==> config.mk <==
export PLATFORM = sky130hd
export DESIGN_NAME = can_tx_sched
export DESIGN_NICKNAME = d
export VERILOG_FILES = /design/src/rtl/can_txs_pkg.sv /design/src/rtl/can_txs_datapath.sv /design/src/rtl/can_txs_control.sv /design/src/rtl/can_tx_sched.sv
export SDC_FILE = /design/constraint.sdc
export NUM_CORES = 1
export LEC_CHECK = 0
export BUFFER_PORTS_ARGS = -buffer_cell sky130_fd_sc_hd__buf_4
export CAP_MARGIN = 5
export CORE_MARGIN = 4
export CORE_UTILIZATION = 56
export CTS_BUF_LIST = sky130_fd_sc_hd__clkbuf_4 sky130_fd_sc_hd__clkbuf_8
export CTS_CLUSTER_DIAMETER = 200
export DETAILED_ROUTE_END_ITERATION = 12
export PLACE_DENSITY = 0.8
export SYNTH_ARGS = -nofsm -noshare
export SYNTH_HDL_FRONTEND = slang
export SYNTH_SLANG_ARGS = --single-unit
==> constraint.sdc <==
create_clock -name clk -period 2.9 [get_ports clk]
set_clock_uncertainty 0.05 [all_clocks]
set_input_delay 0.725 -clock clk [delete_from_list [all_inputs] [get_ports clk]]
set_output_delay 0.725 -clock clk [all_outputs]
set_load 0.05 [all_outputs]
==> src/rtl/can_txs_pkg.sv <==
package can_txs_pkg;

  typedef enum logic [1:0] {
    MODE_IDLE     = 2'd0,
    MODE_ONCE     = 2'd1,
    MODE_RTR      = 2'd2,
    MODE_ONCE_RTR = 2'd3
  } txMode_e;

  typedef enum logic [1:0] {
    SEQ_IDLE  = 2'd0,
    SEQ_FRAME = 2'd1,
    SEQ_CRC   = 2'd2,
    SEQ_HALT  = 2'd3
  } seq_e;

  typedef struct packed {
    logic promote;
    logic demote;
    logic finish;
    logic abort;
    logic cpuWrite;
    logic cpuCancel;
  } strobes_t;

endpackage

==> src/rtl/can_txs_datapath.sv <==
module can_txs_datapath
  import can_txs_pkg::*;
#(
  parameter int NUM_BUF = 8,
  parameter int IDX_W   = $clog2(NUM_BUF)
) (
  input  logic                   clk,
  input  logic                   rstN,
  input  strobes_t               strb,
  input  logic [IDX_W-1:0]       wrIdx,
  input  txMode_e                wrMode,
  input  logic [IDX_W-1:0]       curIdx,
  input  logic [IDX_W-1:0]       nextIdx,
  input  logic [NUM_BUF-1:0]     rtrMatch,
  output logic [3*NUM_BUF-1:0]   statusFlat,
  output logic [NUM_BUF-1:0]     busyVec,
  output logic                   candValid,
  output logic [IDX_W-1:0]       candIdx
);

  txMode_e modeQ [NUM_BUF];
  logic [NUM_BUF-1:0] busyQ;
  logic [NUM_BUF-1:0] pendVec;

  for (genvar g = 0; g < NUM_BUF; g++) begin : g_buf
    localparam logic [IDX_W-1:0] MY_IDX = IDX_W'(g);

    always_ff @(posedge clk or negedge rstN) begin
      if (!rstN) begin
        modeQ[g] <= MODE_IDLE;
        busyQ[g] <= 1'b0;
      end else begin
        if (rtrMatch[g] && modeQ[g] == MODE_RTR && !busyQ[g] &&
            !(strb.cpuWrite && wrIdx == MY_IDX))
          modeQ[g] <= MODE_ONCE_RTR;
        if (strb.cpuWrite && wrIdx == MY_IDX)
          modeQ[g] <= wrMode;
        if (strb.cpuCancel && wrIdx == MY_IDX) begin
          modeQ[g] <= MODE_IDLE;
          busyQ[g] <= 1'b0;
        end
        if (strb.finish && curIdx == MY_IDX) begin
          busyQ[g] <= 1'b0;
          modeQ[g] <= (modeQ[g] == MODE_ONCE_RTR) ? MODE_RTR : MODE_IDLE;
        end
        if (strb.abort)
          busyQ[g] <= 1'b0;
        if (strb.demote && nextIdx == MY_IDX)
          busyQ[g] <= 1'b0;
        if (strb.promote && candIdx == MY_IDX)
          busyQ[g] <= 1'b1;
      end
    end

    assign pendVec[g] = (modeQ[g] == MODE_ONCE || modeQ[g] == MODE_ONCE_RTR) && !busyQ[g];
    assign statusFlat[3*g +: 3] = {busyQ[g], modeQ[g]};

    // a waiting-for-remote buffer is never busy
    p_rtr_wait_r10: assert property (@(posedge clk) disable iff (!rstN)
      (modeQ[g] == MODE_RTR) |-> !busyQ[g]);
  end

  // fixed priority: lowest index wins
  always_comb begin
    candValid = 1'b0;
    candIdx   = '0;
    for (int i = NUM_BUF - 1; i >= 0; i--) begin
      if (pendVec[i]) begin
        candValid = 1'b1;
        candIdx   = IDX_W'(i);
      end
    end
  end

  assign busyVec = busyQ;

  // at most the current and the scheduled buffer are busy
  p_busy_limit_r6: assert property (@(posedge clk) disable iff (!rstN)
    $countones(busyQ) <= 2);

endmodule

==> src/rtl/can_txs_control.sv <==
module can_txs_control
  import can_txs_pkg::*;
#(
  parameter int NUM_BUF = 8,
  parameter int IDX_W   = $clog2(NUM_BUF)
) (
  input  logic               clk,
  input  logic               rstN,
  input  logic               cpuWrEn,
  input  logic [IDX_W-1:0]   cpuWrIdx,
  input  txMode_e            cpuWrMode,
  input  logic               crcStart,
  input  logic               frameStart,
  input  logic               txOk,
  input  logic               txFail,
  input  logic               recoverDone,
  input  logic [NUM_BUF-1:0] busyVec,
  input  logic               candValid,
  input  logic [IDX_W-1:0]   candIdx,
  output strobes_t           strb,
  output logic [IDX_W-1:0]   curIdx,
  output logic [IDX_W-1:0]   nextIdx,
  output logic               nextValid,
  output logic               doneValid,
  output logic [IDX_W-1:0]   doneIdx
);

  seq_e seqQ;
  logic inFrame, winOpen, anyEvt, startNow, okNow, abortNow, wrBusy, selOk;

  assign inFrame  = (seqQ == SEQ_FRAME) || (seqQ == SEQ_CRC);
  assign winOpen  = (seqQ == SEQ_IDLE) || (seqQ == SEQ_CRC);
  assign anyEvt   = crcStart | frameStart | txOk | txFail | recoverDone;
  assign startNow = (seqQ == SEQ_IDLE) && frameStart && nextValid;
  assign okNow    = inFrame && txOk && !txFail;
  assign abortNow = inFrame && txFail;
  assign wrBusy   = busyVec[cpuWrIdx];
  assign selOk    = winOpen && !anyEvt && !cpuWrEn && candValid;

  always_comb begin
    strb           = '0;
    strb.cpuWrite  = cpuWrEn && !wrBusy;
    strb.cpuCancel = cpuWrEn && wrBusy && nextValid && (cpuWrIdx == nextIdx) &&
                     (cpuWrMode == MODE_IDLE) && !startNow && !abortNow;
    strb.promote   = selOk && (!nextValid || candIdx < nextIdx);
    strb.demote    = strb.promote && nextValid;
    strb.finish    = okNow;
    strb.abort     = abortNow;
  end

  always_ff @(posedge clk or negedge rstN) begin
    if (!rstN) begin
      seqQ      <= SEQ_IDLE;
      curIdx    <= '0;
      nextIdx   <= '0;
      nextValid <= 1'b0;
      doneValid <= 1'b0;
      doneIdx   <= '0;
    end else begin
      doneValid <= okNow;
      if (okNow) doneIdx <= curIdx;

      case (seqQ)
        SEQ_IDLE:  if (startNow) begin
                     seqQ   <= SEQ_FRAME;
                     curIdx <= nextIdx;
                   end
        SEQ_FRAME: if (abortNow) seqQ <= SEQ_HALT;
                   else if (okNow) seqQ <= SEQ_IDLE;
                   else if (crcStart) seqQ <= SEQ_CRC;
        SEQ_CRC:   if (abortNow) seqQ <= SEQ_HALT;
                   else if (okNow) seqQ <= SEQ_IDLE;
        SEQ_HALT:  if (recoverDone) seqQ <= SEQ_IDLE;
        default:   seqQ <= SEQ_IDLE;
      endcase

      if (abortNow || startNow || strb.cpuCancel) begin
        nextValid <= 1'b0;
      end else if (strb.promote) begin
        nextValid <= 1'b1;
        nextIdx   <= candIdx;
      end
    end
  end

  // the scheduled buffer is always shown busy
  p_sched_busy_r3: assert property (@(posedge clk) disable iff (!rstN)
    nextValid |-> busyVec[nextIdx]);

  // nothing is scheduled before the CRC field of the running frame
  p_closed_window_r4: assert property (@(posedge clk) disable iff (!rstN)
    (seqQ == SEQ_FRAME) |-> !nextValid);

  // the buffer on the bus stays busy for the whole frame
  p_cur_busy_r6: assert property (@(posedge clk) disable iff (!rstN)
    inFrame |-> busyVec[curIdx]);

  // completion is a single-cycle pulse
  p_done_pulse_r8: assert property (@(posedge clk) disable iff (!rstN)
    doneValid |=> !doneValid);

  // while recovering, nothing is busy or scheduled
  p_halt_quiet_r9: assert property (@(posedge clk) disable iff (!rstN)
    (seqQ == SEQ_HALT) |-> (!nextValid && busyVec == '0));

endmodule

==> src/rtl/can_tx_sched.sv <==
module can_tx_sched
  import can_txs_pkg::*;
#(
  parameter int NUM_BUF = 8,
  localparam int IDX_W  = $clog2(NUM_BUF)
) (
  input  logic                 clk,
  input  logic                 rstN,
  input  logic                 cpuWrEn,
  input  logic [IDX_W-1:0]     cpuWrIdx,
  input  logic [2:0]           cpuWrData,
  input  logic                 crcStart,
  input  logic                 frameStart,
  input  logic                 txOk,
  input  logic                 txFail,
  input  logic                 recoverDone,
  input  logic [NUM_BUF-1:0]   rtrMatch,
  output logic [3*NUM_BUF-1:0] statusFlat,
  output logic [IDX_W-1:0]     curIdx,
  output logic [IDX_W-1:0]     nextIdx,
  output logic                 nextValid,
  output logic                 doneValid,
  output logic [IDX_W-1:0]     doneIdx
);

  strobes_t           strb;
  txMode_e            wrMode;
  logic [NUM_BUF-1:0] busyVec;
  logic               candValid;
  logic [IDX_W-1:0]   candIdx;

  // bit 2 of the written value is the busy indication and is ignored
  assign wrMode = txMode_e'(cpuWrData[1:0]);

  can_txs_control #(.NUM_BUF(NUM_BUF), .IDX_W(IDX_W)) i_ctrl (
    .clk, .rstN, .cpuWrEn, .cpuWrIdx, .cpuWrMode(wrMode),
    .crcStart, .frameStart, .txOk, .txFail, .recoverDone,
    .busyVec, .candValid, .candIdx, .strb,
    .curIdx, .nextIdx, .nextValid, .doneValid, .doneIdx
  );

  can_txs_datapath #(.NUM_BUF(NUM_BUF), .IDX_W(IDX_W)) i_dp (
    .clk, .rstN, .strb, .wrIdx(cpuWrIdx), .wrMode,
    .curIdx, .nextIdx, .rtrMatch,
    .statusFlat, .busyVec, .candValid, .candIdx
  );

endmodule

Yosys cells after proc, flatten, opt, wreduce, memory -nomap -nowiden:

Cells that the tools add are included.
Widths: inputs -> output; s select.

* output and inout bits: 35
* bits in registers: 37
* input port bits: 22
* word-level logic and storage cells: 348

* reductions and logical operators: 151
* bitwise operators: 5
* order comparisons: 2
* multiplexer cells: 108
* equality and inequality tests: 60

Operators by type and width (number)
* $mux 2: 47
* $logic_and 1x1->1: 89
* $mux 1: 51
* $eq 3x3->1 const B: 16
* $reduce_bool 5->1: 8
* $eq 2x2->1 const B: 18
* $reduce_bool 4->1: 8
* $eq 3x2->1 const B: 8
* $mux 3: 8
* $logic_not 1->1: 23
* $eq 2x1->1 const B: 9
* $logic_or 1x1->1: 13
* $eq 3x1->1 const B: 4
* $logic_not 3->1: 4
* $pmux 2 s4: 1
* $logic_not 2->1: 2
* $lt 3x4->1 const B: 1
* $ne 4x2->1 const B: 1
* $or 1x1->1: 4
* $reduce_and 2->1: 2
* $reduce_and 4->1: 1
* $bmux 1 s3: 1
* $eq 3x3->1: 1
* $lt 3x3->1: 1
* other kinds (5): 5

Depth between registers and ports, before layout:

* depth after elaboration: 18
* gate-level depth with buffers: 10
* mapped depth without buffers: 10

Modules after synthesis:

A second synthesis with hierarchy kept.

* cell total of the unflattened synthesis: 277
* area, all modules: 2587.5 um2

Modules (own cells, without submodules)
* can_txs_datapath: cells each 192, seq. area each 600.6 um2, instances 1, area an instance 1724.2 um2
* can_txs_control: cells each 85, seq. area each 325.3 um2, instances 1, area an instance 863.3 um2

Worst setup path after synthesis:

Ideal clock, no wire load.

* path type: flip-flop to flip-flop
* from: reg i_dp.busyQ[2], in the netlist i_dp.busyVec[2]
* to: reg i_ctrl.nextIdx[1]
* cell stages (with the launch flop): 9
* arrival time: 2697 ps
* setup time: 125 ps
* slack: 28 ps
* clock period less this slack: 2872 ps
* buffers on the path: 0
* required time: 2725 ps
* cells stage by stage: dfrtp_1 -> nor2b_1 -> nor4_1 -> nor2b_1 -> ha_1 -> and2_1 -> o21ai_0 -> o21ai_1 -> mux2_2

* elaborated cells between the ends (all ways): 23
* those cells by class: order compare: 1; mux: 8; bitwise: 1; reduce/logical: 13

RTL lines
* start, declared: RTL line can_txs_datapath.sv:22 `logic [NUM_BUF-1:0] busyQ;`
* start signal, assigned by index: RTL line can_txs_datapath.sv:31 `busyQ[g] <= 1'b0;`
* start signal, assigned by index: RTL line can_txs_datapath.sv:40 `busyQ[g] <= 1'b0;`
* start signal, assigned by index: RTL line can_txs_datapath.sv:43 `busyQ[g] <= 1'b0;`
* $logic_not 1->1: RTL line can_txs_datapath.sv:55 `assign pendVec[g] = (modeQ[g] == MODE_ONCE || modeQ[g] == MODE_ONCE_RTR) && !busyQ[g];`
* $logic_and 1x1->1: RTL line can_txs_datapath.sv:55
* $mux 3 (3 in a row): RTL line can_txs_datapath.sv:68 `if (pendVec[i]) begin`
* via candIdx[2]: RTL line can_tx_sched.sv:30 `logic [IDX_W-1:0] candIdx;`
* $lt 3x3->1: RTL line can_txs_control.sv:45 `strb.promote = selOk && (!nextValid || candIdx < nextIdx);`
* $logic_or 1x1->1: RTL line can_txs_control.sv:45
* $logic_and 1x1->1: RTL line can_txs_control.sv:45
* $reduce_and 2->1 (no line)
* end signal, assigned: RTL line can_txs_control.sv:81 `nextIdx <= candIdx;`
* end, declared: RTL line can_txs_control.sv:22 `output logic [IDX_W-1:0] nextIdx,`

The timed path passes the listed nets, and every way through them passes these cells. The select of a mux whose other input is x is not followed.
A chain may end at the register's enable or synchronous reset.

Worst setup path in the final report:

* from: reg i_dp.modeQ, in the netlist i_dp.statusFlat[6]
* to: reg i_dp.busyQ[5], in the netlist i_dp.busyVec[5]

* longest elaborated chain between the ends: 13
* elaborated cells between the ends (all ways): 21
* those cells by class: order compare: 1; eq/ne: 3; mux: 8; reduce/logical: 9

Ends and longest elaborated chain
* start, declared: RTL line can_txs_datapath.sv:21 `txMode_e modeQ [NUM_BUF];`
* start signal, assigned by index: RTL line can_txs_datapath.sv:37 `modeQ[g] <= wrMode;`
* start signal, assigned by index: RTL line can_txs_datapath.sv:44 `modeQ[g] <= (modeQ[g] == MODE_ONCE_RTR) ? MODE_RTR : MODE_IDLE;`
* $eq 2x1->1 / $eq 2x2->1 (equally long branches): RTL line can_txs_datapath.sv:55
* $logic_or 1x1->1 *: RTL line can_txs_datapath.sv:55
* $logic_and 1x1->1 *: RTL line can_txs_datapath.sv:55
* $mux 3 * (3 in a row): RTL line can_txs_datapath.sv:68
* via candIdx[2]: RTL line can_tx_sched.sv:30
* $lt 3x3->1: RTL line can_txs_control.sv:45
* $logic_or 1x1->1: RTL line can_txs_control.sv:45
* $logic_and 1x1->1: RTL line can_txs_control.sv:45
* $logic_and 1x1->1: RTL line can_txs_control.sv:46 `strb.demote = strb.promote && nextValid;`
* $logic_and 1x1->1: RTL line can_txs_datapath.sv:48 `if (strb.demote && nextIdx == MY_IDX)`
* $mux 1: RTL line can_txs_datapath.sv:48
* $mux 1: RTL line can_txs_datapath.sv:50 `if (strb.promote && candIdx == MY_IDX)`
* end signal, assigned by index: RTL line can_txs_datapath.sv:47 `busyQ[g] <= 1'b0;`
* end signal, assigned by index: RTL line can_txs_datapath.sv:49 `busyQ[g] <= 1'b0;`
* end signal, assigned by index: RTL line can_txs_datapath.sv:51 `busyQ[g] <= 1'b1;`

The timed path passes the listed nets; every way through them passes the cells marked *.

==> flow_summary.toml <==
[status]
status = "completed"

[cells_and_area]
layout-drive-gt1-share_pct = 26.6
layout_common_cells = "sky130_fd_sc_hd__buf_4, sky130_fd_sc_hd__nand2_1, sky130_fd_sc_hd__dfrtp_1"
nNetsFinal = 384
n_diodes = 0
final_util_pct = 75.2
fillerInstances = 330
final_common_cell = "sky130_fd_sc_hd__buf_4"
syn_to_layout_area_delta_pct = 25.9

[critical_path]
worst_path_max_delay_cell = "sky130_fd_sc_hd__dfrtp_1"
path_max_fanout = 4
critPathMostFrequentCell = "sky130_fd_sc_hd__nor2b_1"
timing.rr.end = "i_dp.busyVec[5]"
criticalPathCategory = "register to register"
rrSetupSlack_ns = 0.16
startpoint_type = "register"
rr_startpoint = "i_dp.statusFlat[6]"
worst_path_largest_cell_delay_ns = 0.42
worst-endpoint-arrival_ns = 2.85
reg2regPathDepth = 9
worst-endpoint-required_ns = 3.01
end_kind = "register"
worstPathCellList = "nor2b_1, nor4_2, nor2b_1, ha_1, a21oi_1, and2_1, o2111ai_1, o211ai_1, o22ai_1"

[yosys]
synth_warnings = 0
syn-num-nets = 314
syn-cell-area_um2 = 2470
syn_inst = 286
avgSynthCellArea_um2 = 8.65
postSynth.asyncResetShare_pct = 100
synth_seq_area_share_pct = 37.4
synth_cell_types = 58
most_common_flop_cell_mapped_by_yosys = "sky130_fd_sc_hd__dfrtp_1"
yosys_register_bits = 37
number_of_enable_flip_flop_cells_after_synthesis = 0

[pwr]
irDropWorstVdd_mv = 0.453
overall_power_uw = 2090
p_leak_uw = 0.00143
pwr_density_cell_nw_per_um2 = 671

[flow_run]
timing.max_cap.violations = 0

[routing]
detail_route.vias_per_cell = 6.38
maxUsedRoutingLayer = "met4"
drt_iter0_drc = 232
postRouteAntennaNets = 0
avgRoutedWirePerCell_um = 18.8
via_total_after_detailed_routing = 2597
route.met2.wl_um = 3640
wl_um = 7640
route.layer.met1.wl_um = 3090
met3_length_um = 699
drt_drc_violations_left = 0
first_pass_iters = 4

[clocking]
cts.htree.levels = 2
clock_path_buffers = 2
clk_root_buffer_cell = "sky130_fd_sc_hd__clkbuf_8"
cts.reportedPaths.clkPinSlew_ns = 0.08
cts-hold-fix-buffers = 0
cts_inserted_buffers = 5
cts_tree = "yes"
clock_insertion_delay_worst_skew_ns = 0.29
clock_sink_count = 37

[die]
die_area_um2 = 5550
dieWidth_um = 74.5
ios = 57
core_region_area_um2 = 4140
initial_utilization_pct = 59.7
die_height_um = 74.5
placement_rows = 23

[placed_design]
dp.final_hpwl_um = 5690
finalWeightedCongestion = 0.959
port-buffer-count = 55

[worst_hold_path]
hold_wc_path_type = "input port to async pin"

[sta]
max_freq_mhz = 365
maxSlewHeadroom_pct = 54.0
crit_path_time_final_ns = 2.74
finalHoldWorstSlack_ns = 0.341
slew_viol_final = 0
final.period_utilization_pct = 94.4
finalSetupViolations = 0
tightest_slew_ns = 0.680
final_hold_viol_count = 0

[global_routing]
initial_antenna_violation_count = 0
grt_util_all_layers_pct = 28.2
grt_overflow_total = 0
grt_pass1_vias = 2439
maximum_number_of_pins_on_one_net_before_global_route_repair = 38
global_route_wire_length_before_repair_um = 11700
layout make-up:
class | instances | area (µm²) | area share, %
flip-flops and latches | 37 | 926 | 29.7
repair buffers | 71 | 533 | 17.1
well taps | 50 | 62.6 | 2.01
inverters | 16 | 60.1 | 1.93
multi-input cells | 225 | 1450 | 46.5
clock buffers | 6 | 76.3 | 2.45
clock inverters | 2 | 10.0 | 0.321
synthesized netlist by cell type, types with 3 or more instances:
| master | n | area [µm²] |
|---|---|---|
| sky130_fd_sc_hd__a211oi_1 | 4 | 30.0 |
| sky130_fd_sc_hd__a21o_1 | 5 | 37.5 |
| sky130_fd_sc_hd__a21oi_1 | 8 | 40.0 |
| sky130_fd_sc_hd__a31oi_1 | 5 | 31.3 |
| sky130_fd_sc_hd__and2_1 | 5 | 31.3 |
| sky130_fd_sc_hd__clkbuf_1 | 4 | 15.0 |
| sky130_fd_sc_hd__dfrtp_1 | 37 | 926 |
| sky130_fd_sc_hd__ha_1 | 6 | 75.1 |
| sky130_fd_sc_hd__inv_1 | 16 | 60.1 |
| sky130_fd_sc_hd__mux2_2 | 4 | 45.0 |
| sky130_fd_sc_hd__nand2_1 | 44 | 165 |
| sky130_fd_sc_hd__nand2b_1 | 8 | 50.1 |
| sky130_fd_sc_hd__nand3_1 | 13 | 65.1 |
| sky130_fd_sc_hd__nand3b_1 | 3 | 22.5 |
| sky130_fd_sc_hd__nand4_1 | 3 | 18.8 |
| sky130_fd_sc_hd__nor2_1 | 16 | 60.1 |
| sky130_fd_sc_hd__nor2b_1 | 14 | 87.6 |
| sky130_fd_sc_hd__nor3_1 | 8 | 40.0 |
| sky130_fd_sc_hd__nor4_1 | 8 | 50.1 |
| sky130_fd_sc_hd__nor4b_1 | 3 | 26.3 |
| sky130_fd_sc_hd__o2111ai_1 | 4 | 35.0 |
| sky130_fd_sc_hd__o211ai_1 | 6 | 45.0 |
| sky130_fd_sc_hd__o21ai_0 | 11 | 55.1 |
| sky130_fd_sc_hd__o21ai_1 | 4 | 20.0 |
| sky130_fd_sc_hd__o22ai_1 | 6 | 37.5 |
| sky130_fd_sc_hd__o32ai_1 | 4 | 35.0 |
| sky130_fd_sc_hd__xnor2_1 | 3 | 26.3 |
stage by stage:
stage | instances | setup TNS [ns] | area, µm² | worst slack [ns]
after floorplan | 286 | 0 | 2470 | 0.0285
after global placement | 399 | 0 | 3020 | 0.188
after detailed placement | 399 | 0 | 3020 | 0.151
after CTS | 407 | 0 | 3110 | 0.128
after global routing | 407 | -0.0261 | 3120 | -0.0261
final | 407 | 0 | 3120 | 0.163
cells by family (layout without fill, tap and decap cells):
logic type                 after synthesis  count (layout)  synth area share, %
AOI/OAI and AO/OA                       74              74                 22.3
muxes                                    6               6                 2.83
and+or+nand+nor                        136             136                 29.1
DFF                                     37              37                 37.4
xor gates and xnor gates                 3               3                 1.06
buffers and inverters                   24              95                 4.30
adders and majority gates                6               6                 3.03
sequential cells by signal (all words and copies together), names as in the netlist:
register	flops
i_ctrl.curIdx	3
i_ctrl.doneIdx	3
i_ctrl.doneValid	1
i_ctrl.nextIdx	3
i_ctrl.nextValid	1
i_ctrl.seqQ	2
i_dp.busyVec	8
i_dp.statusFlat	16
timing repair:
item,CTS,global route
gates resized for setup,0,1
setup buffers,0,0
setup endpoints to repair,0,5
per-layer routing:
metal	up-vias	global-route usage (%)
met2	145	46.6
met3	21	4.19
met5	-	0
met4	0	11.7
li1	1197	-
met1	1234	37.0
worst max-delay path, delay by kind of cell, from the launching register on:
kind / cells / cell delay (ns)
simple gates: 4 / 1.00
flops: 1 / 0.42
fa+ha+maj: 1 / 0.29
compound gates: 4 / 0.85
how the worst max path moves through the flow:
stage               depth (start not counted)          startpoint                end
global route                                9  i_dp.statusFlat[6]    i_dp.busyVec[5]
floorplan                                   8     i_dp.busyVec[2]  i_ctrl.nextIdx[1]
CTS                                         9  i_dp.statusFlat[6]    i_dp.busyVec[5]
finish                                      9  i_dp.statusFlat[6]    i_dp.busyVec[5]
global placement                            9  i_dp.statusFlat[6]    i_dp.busyVec[3]
detailed placement                          9  i_dp.statusFlat[6]    i_dp.busyVec[5]
power breakdown:
group | leakage, µW | internal (µW) | switching [µW]
clock | 0.0000484 | 176 | 186
combinational | 0.000915 | 360 | 662
sequential | 0.000467 | 604 | 104
total | 0.00143 | 1140 | 952
(Power assumes the default switching activity.)
